<file path="src/rtl/hazard_pkg.sv">
package hazard_pkg;
   typedef enum logic [1:0] {
      SEL_REGFILE = 2'b00,
      SEL_MEMWB   = 2'b01,
      SEL_EXMEM   = 2'b10
   } fwd_sel_t;
endpackage

</file>
<file path="src/rtl/fwd_select.sv">
module fwd_select
   import hazard_pkg::*;
#(
   parameter int AW = 5
) (
   input  logic [AW-1:0] src,
   input  logic          exmem_we,
   input  logic [AW-1:0] exmem_rd,
   input  logic          memwb_we,
   input  logic [AW-1:0] memwb_rd,
   output fwd_sel_t      sel
);
   localparam logic [AW-1:0] ZERO_REG = '0;

   logic near_hit;
   logic far_hit;

   assign near_hit = exmem_we && (exmem_rd != ZERO_REG) && (exmem_rd == src);
   assign far_hit  = memwb_we && (memwb_rd != ZERO_REG) && (memwb_rd == src);

   always_comb begin
      if (near_hit)     sel = SEL_EXMEM;
      else if (far_hit) sel = SEL_MEMWB;
      else              sel = SEL_REGFILE;
   end

   always_comb begin

      zero_src_chk: assert (!(src == ZERO_REG && sel != SEL_REGFILE))
         else $error("register zero forwarded");

      newer_wins_chk: assert (!(sel == SEL_MEMWB && exmem_we && exmem_rd == src && src != ZERO_REG))
         else $error("older stage chosen over newer");
   end
endmodule

</file>
<file path="src/rtl/load_use_detect.sv">
module load_use_detect #(
   parameter int AW = 5
) (
   input  logic          idex_memread,
   input  logic [AW-1:0] idex_rt,
   input  logic [AW-1:0] ifid_rs,
   input  logic [AW-1:0] ifid_rt,
   output logic          stall
);
   logic rs_dep;
   logic rt_dep;

   assign rs_dep = (idex_rt == ifid_rs);
   assign rt_dep = (idex_rt == ifid_rt);
   assign stall  = idex_memread && (rs_dep || rt_dep);

   always_comb begin

      load_only_chk: assert (!(stall && !idex_memread))
         else $error("stall without a load");
   end
endmodule

</file>
<file path="src/rtl/rf_bypass.sv">
module rf_bypass #(
   parameter int AW     = 5,
   parameter int DW     = 32,
   parameter bit ENABLE = 1'b1
) (
   input  logic [AW-1:0] rd_addr,
   input  logic [DW-1:0] rf_data,
   input  logic          wb_we,
   input  logic [AW-1:0] wb_rd,
   input  logic [DW-1:0] wb_data,
   output logic [DW-1:0] data
);
   localparam logic [AW-1:0] ZERO_REG = '0;

   generate
      if (ENABLE) begin : g_bypass
         logic hit;
         assign hit  = wb_we && (wb_rd != ZERO_REG) && (wb_rd == rd_addr);
         assign data = hit ? wb_data : rf_data;
      end else begin : g_plain
         assign data = rf_data;
      end
   endgenerate

   always_comb begin

      zero_bypass_chk: assert (!(rd_addr == ZERO_REG && data != rf_data))
         else $error("write to register zero bypassed");
   end
endmodule

</file>
<file path="src/rtl/hazard_unit.sv">
module hazard_unit
   import hazard_pkg::*;
#(
   parameter int REG_AW    = 5,
   parameter int DATA_W    = 32,
   parameter bit BYPASS_EN = 1'b1
) (
   input  logic [REG_AW-1:0] idex_rs,
   input  logic [REG_AW-1:0] idex_rt,
   input  logic              idex_memread,
   input  logic              exmem_we,
   input  logic [REG_AW-1:0] exmem_rd,
   input  logic              memwb_we,
   input  logic [REG_AW-1:0] memwb_rd,
   input  logic [DATA_W-1:0] memwb_data,
   input  logic [REG_AW-1:0] ifid_rs,
   input  logic [REG_AW-1:0] ifid_rt,
   input  logic [DATA_W-1:0] rf_rdata_a,
   input  logic [DATA_W-1:0] rf_rdata_b,
   output logic [1:0]        fwd_a_sel,
   output logic [1:0]        fwd_b_sel,
   output logic              stall,
   output logic              pc_hold,
   output logic              ifid_hold,
   output logic              idex_bubble,
   output logic [DATA_W-1:0] id_opnd_a,
   output logic [DATA_W-1:0] id_opnd_b
);
   localparam int NUM_OPND = 2;

   generate
      if (REG_AW < 1 || REG_AW > 8) begin : g_bad_aw
         $error("REG_AW out of range");
      end
      if (DATA_W < 1) begin : g_bad_dw
         $error("DATA_W must be positive");
      end
   endgenerate

   logic [REG_AW-1:0] ex_src   [NUM_OPND];
   fwd_sel_t          ex_sel   [NUM_OPND];
   logic [REG_AW-1:0] id_src   [NUM_OPND];
   logic [DATA_W-1:0] id_raw   [NUM_OPND];
   logic [DATA_W-1:0] id_out   [NUM_OPND];

   assign ex_src[0] = idex_rs;
   assign ex_src[1] = idex_rt;
   assign id_src[0] = ifid_rs;
   assign id_src[1] = ifid_rt;
   assign id_raw[0] = rf_rdata_a;
   assign id_raw[1] = rf_rdata_b;

   generate
      for (genvar g = 0; g < NUM_OPND; g++) begin : g_opnd
         fwd_select #(.AW(REG_AW)) u_sel (
            .src      (ex_src[g]),
            .exmem_we (exmem_we),
            .exmem_rd (exmem_rd),
            .memwb_we (memwb_we),
            .memwb_rd (memwb_rd),
            .sel      (ex_sel[g])
         );
         rf_bypass #(.AW(REG_AW), .DW(DATA_W), .ENABLE(BYPASS_EN)) u_byp (
            .rd_addr (id_src[g]),
            .rf_data (id_raw[g]),
            .wb_we   (memwb_we),
            .wb_rd   (memwb_rd),
            .wb_data (memwb_data),
            .data    (id_out[g])
         );
      end
   endgenerate

   load_use_detect #(.AW(REG_AW)) u_lu (
      .idex_memread (idex_memread),
      .idex_rt      (idex_rt),
      .ifid_rs      (ifid_rs),
      .ifid_rt      (ifid_rt),
      .stall        (stall)
   );

   assign fwd_a_sel   = ex_sel[0];
   assign fwd_b_sel   = ex_sel[1];
   assign id_opnd_a   = id_out[0];
   assign id_opnd_b   = id_out[1];
   assign pc_hold     = stall;
   assign ifid_hold   = stall;
   assign idex_bubble = stall;

   always_comb begin

      freeze_together_chk: assert (pc_hold == ifid_hold && ifid_hold == idex_bubble)
         else $error("freeze outputs disagree");

      sel_legal_chk: assert (fwd_a_sel != 2'b11 && fwd_b_sel != 2'b11)
         else $error("illegal select code");
   end
endmodule

</file>
<file path="config.mk">
export PLATFORM = sky130hd
export DESIGN_NAME = hazard_unit
export DESIGN_NICKNAME = d
export VERILOG_FILES = /design/src/rtl/hazard_pkg.sv /design/src/rtl/fwd_select.sv /design/src/rtl/load_use_detect.sv /design/src/rtl/rf_bypass.sv /design/src/rtl/hazard_unit.sv
export SDC_FILE = /design/constraint.sdc
export NUM_CORES = 1
export LEC_CHECK = 0
export BUFFER_PORTS_ARGS = -buffer_cell sky130_fd_sc_hd__buf_2
export CORE_ASPECT_RATIO = 0.7
export CORE_MARGIN = 3
export CORE_UTILIZATION = 31
export DETAILED_ROUTE_END_ITERATION = 6
export GPL_TIMING_DRIVEN = 0
export PLACE_DENSITY_LB_ADDON = 0.25
export SETUP_SLACK_MARGIN = 0.2
export SLEW_MARGIN = 20
export SYNTH_ARGS = -nofsm -noshare
export SYNTH_HDL_FRONTEND = slang
export SYNTH_SLANG_ARGS = --single-unit
</file>
<file path="constraint.sdc">
create_clock -name vclk -period 1.95
set_clock_uncertainty 0.15 [all_clocks]
set_input_delay 0.0975 -clock vclk [all_inputs]
set_output_delay 0.0975 -clock vclk [all_outputs]
set_load 0.01 [all_outputs]
</file>
-- Word level (Yosys, flattened, before mapping)
Cells that the tools add are included.
- equal/unequal tests: 8
- multiplexer cells: 6
- reductions and logical operators: 12
- operators by type and width (operator ; number):
    $mux 32 ; 2
    $eq 5x5->1 ; 8
    $reduce_bool 5->1 ; 2
    $logic_and 1x1->1 ; 9
    $mux 2 ; 2
    $mux 1 ; 2
    $logic_or 1x1->1 ; 1
- register bits: 0
- bits of input ports: 129
- output and inout port bits: 72
- logic and storage cells: 26

-- Depth between registers and ports, before layout
- word-level depth: 5
- gate-level depth with buffers: 6
- depth with buffers taken out: 4

-- By module
From an unflattened synthesis, not the netlist that was laid out.
- cell total of the unflattened synthesis: 150
- area, all modules: 1642.8 um^2
- modules (own cells, without submodules) (module ; times used ; cells an instance ; area an instance (um^2) ; seq. area each (um^2)):
    rf_bypass ; 2 ; 45 ; 594.3 ; 0.0
    fwd_select ; 2 ; 21 ; 158.9 ; 0.0
    load_use_detect ; 1 ; 15 ; 113.9 ; 0.0
    hazard_unit ; 1 ; 3 ; 22.5 ; 0.0

-- Worst setup path before layout
OpenSTA, ideal clock, no wires.
- kind: input to output
- from: input port memwb_rd[3]
- to: output port id_opnd_a[10]
- arrival: 1538 ps
- required time: 1702 ps
- setup slack: 164 ps
- stages: 6
- buffers on the path: 2
- cells stage by stage: buf_2 -> or4_4 -> o21ai_4 -> nor4_4 -> buf_6 -> mux2_4
- word-level cells in the longest chain between the ends: 4
- elaborated cells on any way between the ends: 5
- classes of those cells: eq/ne (1); mux (1); reduce/logical (3)
- RTL lines (item ; RTL line ; source):
    start: declaration ; hazard_unit.sv:14 ; input logic [REG_AW-1:0] memwb_rd,
    $reduce_bool 5->1 ; rf_bypass.sv:18 ; assign hit = wb_we && (wb_rd != ZERO_REG) && (wb_rd == rd_addr);
    $logic_and 1x1->1 ; rf_bypass.sv:18 ;
    $logic_and 1x1->1 * ; rf_bypass.sv:18 ;
    $mux 32 * ; rf_bypass.sv:19 ; assign data = hit ? wb_data : rf_data;
    end: declaration ; hazard_unit.sv:26 ; output logic [DATA_W-1:0] id_opnd_a,
Every way passes the cells marked *; elsewhere a longest branch is shown, timed or not.

-- Worst setup path after layout
- from: input port memwb_rd[3]
- to: output port id_opnd_a[13]
Same word-level chain as after synthesis.

==> run metrics <==
post-synthesis simple-gate area fraction=0.0883; CLK BUF=0; Sequential Power Share=0; critical path class=input pin to output pin; initial antenna violation count=0; Mapped Nets=270; Wirelength per Cell=17.0 um; Total GRT Usage=0.200; Synth Area in XOR/XNOR=0.219; maximum VDD drop=around 0.12 mV; Clk pwr share=0; largest net degree at the start of global routing=11; Max Clock Freq=~500 MHz; Vias=1886; largest area contributor in the netlist=mux2_4; die area=between 6000 and 7000 um^2; FFs & Latches=0; Comb pwr share=1.000; commonest non-fill, non-tap cells in the layout=buf_2 (134), buf_6 (70), mux2_4 (64), xor2_1 (24), xnor2_1 (15); total of max-cap violations=0; Area Growth Syn to Fin=99.7%; Gate Count Post-Synth=141; sequential-to-total area share from yosys stat=0; port bufs=196; # rows=21; Crit. End Element=output pin; Die Y=roughly 66 um; post-synth top area share=0.563; Slew Limit Fails=0; Cell Area, Synth=1600 um^2; layout cells sized above 1=0.849; Filler Cell Count=approximately 420; main combinational cell family by area after synthesis=multiplexers; failing checks=negative setup slack; Worst slew margin=0.582; setup ws final=-26.8 ps; drt drc=0; Core ar.=between 4000 and 5000 um^2; top post-synthesis cells by area=mux2_4 (56%), xor2_1 (13%), xnor2_1 (8.8%), buf_6 (4.9%), mux2_1 (2.8%); Critical Path AT=1730 ps; wirelength, routed=7.03 mm; first-pass GRT wire length=~10 mm; most common cell after layout, fill and taps aside=buf_2; Final Util=0.654; Via density=4.57; Cell Pwr Density=215 nW/um^2; 1st-iter DRT viols=39; DRT Pass-1 Iters=4; startpoint class of the critical path=input pin; Hold-fix buffers, CTS=0; P_leak=1.65 nW; Worst Hold Class=input pin to output pin; Synth Area in Adders=0; vias in the first global route=~1900; CP max FO=5; ant diodes=0; Avg Synthesized Cell Area=11.4 um^2; # setup viols final=52; worst slew pin tran=621 ps; sw frac=0.388; Final ANT Viol Nets=0; post-DP HPWL=5.53 mm; complex-gate fraction of the synthesized area=0.0180; synth warn=0; Starting Density=0.328; grt ovf=0; multiplexer share of the synthesized area=0.591; internal power=0.000421 W; final hold vios=0; GPL Wtd Cong=0.814; Top-Level Pins=~200; Final #Nets=about 480; RSZ-0062 raised after global routing=true; min Tclk post-route=1980 ps; Worst EP required=~1700 ps; crit share post-route=1.01; P_sw=0.000267 W; Die Wd=a little over 90 um; Register Area=0 um^2; worst slack, placed=-145 ps; Distinct cells, synth=17; outcome=complete, but fails checks
[metrics by stage]
step	cells	power, W	cell area (um^2)	TNS, ps	hold slack (ps)
2_1_floorplan	141	0.000289	1610	0	180
3_3_place_gp	406	0.000536	2680	-7340	341
3_5_place_dp	406	0.000544	2680	-6940	340
4_1_cts	412	0.000663	3130	-757	340
5_1_grt	413	0.000728	3200	-3360	347
6_report	413	0.000688	3200	-627	339
[cells in the mapped netlist]
library cell  number
buf_2              3
or4_1              3
xor2_1            24
or4_4              1
buf_4              5
a21boi_0           1
nand3_1            6
nor4_4             2
clkbuf_1           1
nor4_1             4
mux2_4            60
nor3_1             2
mux2_1             4
buf_6              7
o21ai_0            1
o21ai_4            1
xnor2_1           16
[cells by family after synthesis]
family / count (synthesis)
AO/OA/AOI/OAI: 3
AND/OR/NAND/NOR: 18
XOR/XNOR: 40
multiplexers: 64
buffers and inverters: 16
[final timing paths]
check	start	to	slack, ps	cells after the start
setup / recovery	memwb_rd[3]	id_opnd_a[13]	-30	7
hold / removal	rf_rdata_b[13]	id_opnd_b[13]	340	3
[layer usage]
metal  global-route usage  wire (um)  vias up
met4               0.0259        107        0
met2                0.400       3900       77
met3               0.0159        360        8
met1                0.238       2660      886
met5                    0          0        -
li1                     -          -      915
[power by group through the flow]
| stage | registers, W | clock network [W] | logic, W |
|---|---|---|---|
| 6_report | 0 | 0 | 0.000688 |
| 5_1_grt | 0 | 0 | 0.000728 |
| 4_1_cts | 0 | 0 | 0.000663 |
| 3_5_place_dp | 0 | 0 | 0.000544 |
| 3_3_place_gp | 0 | 0 | 0.000536 |
| 2_1_floorplan | 0 | 0 | 0.000289 |
[worst max-delay path, stage by stage]
cell and delay, ps:
buf_8 100, or4_4 530, o21ai_4 240, nor4_4 120
buf_4 190, mux2_4 310, buf_6 120
[layout make-up]
class              instances  area (um^2)  area share
multi-input cells        125         1520       0.475
well taps                 69         86.3      0.0270
plain buffers             16          169      0.0528
repair buffers           203         1430       0.446
[what timing repair did]
action / CTS / global route
resized for setup: 71 / 11
cloned: 1 / 0
buffers inserted: 5 / 1
pin swaps: 3 / 3
endpoints found under the setup margin: 66 / 66
(Power assumes the default switching activity.)
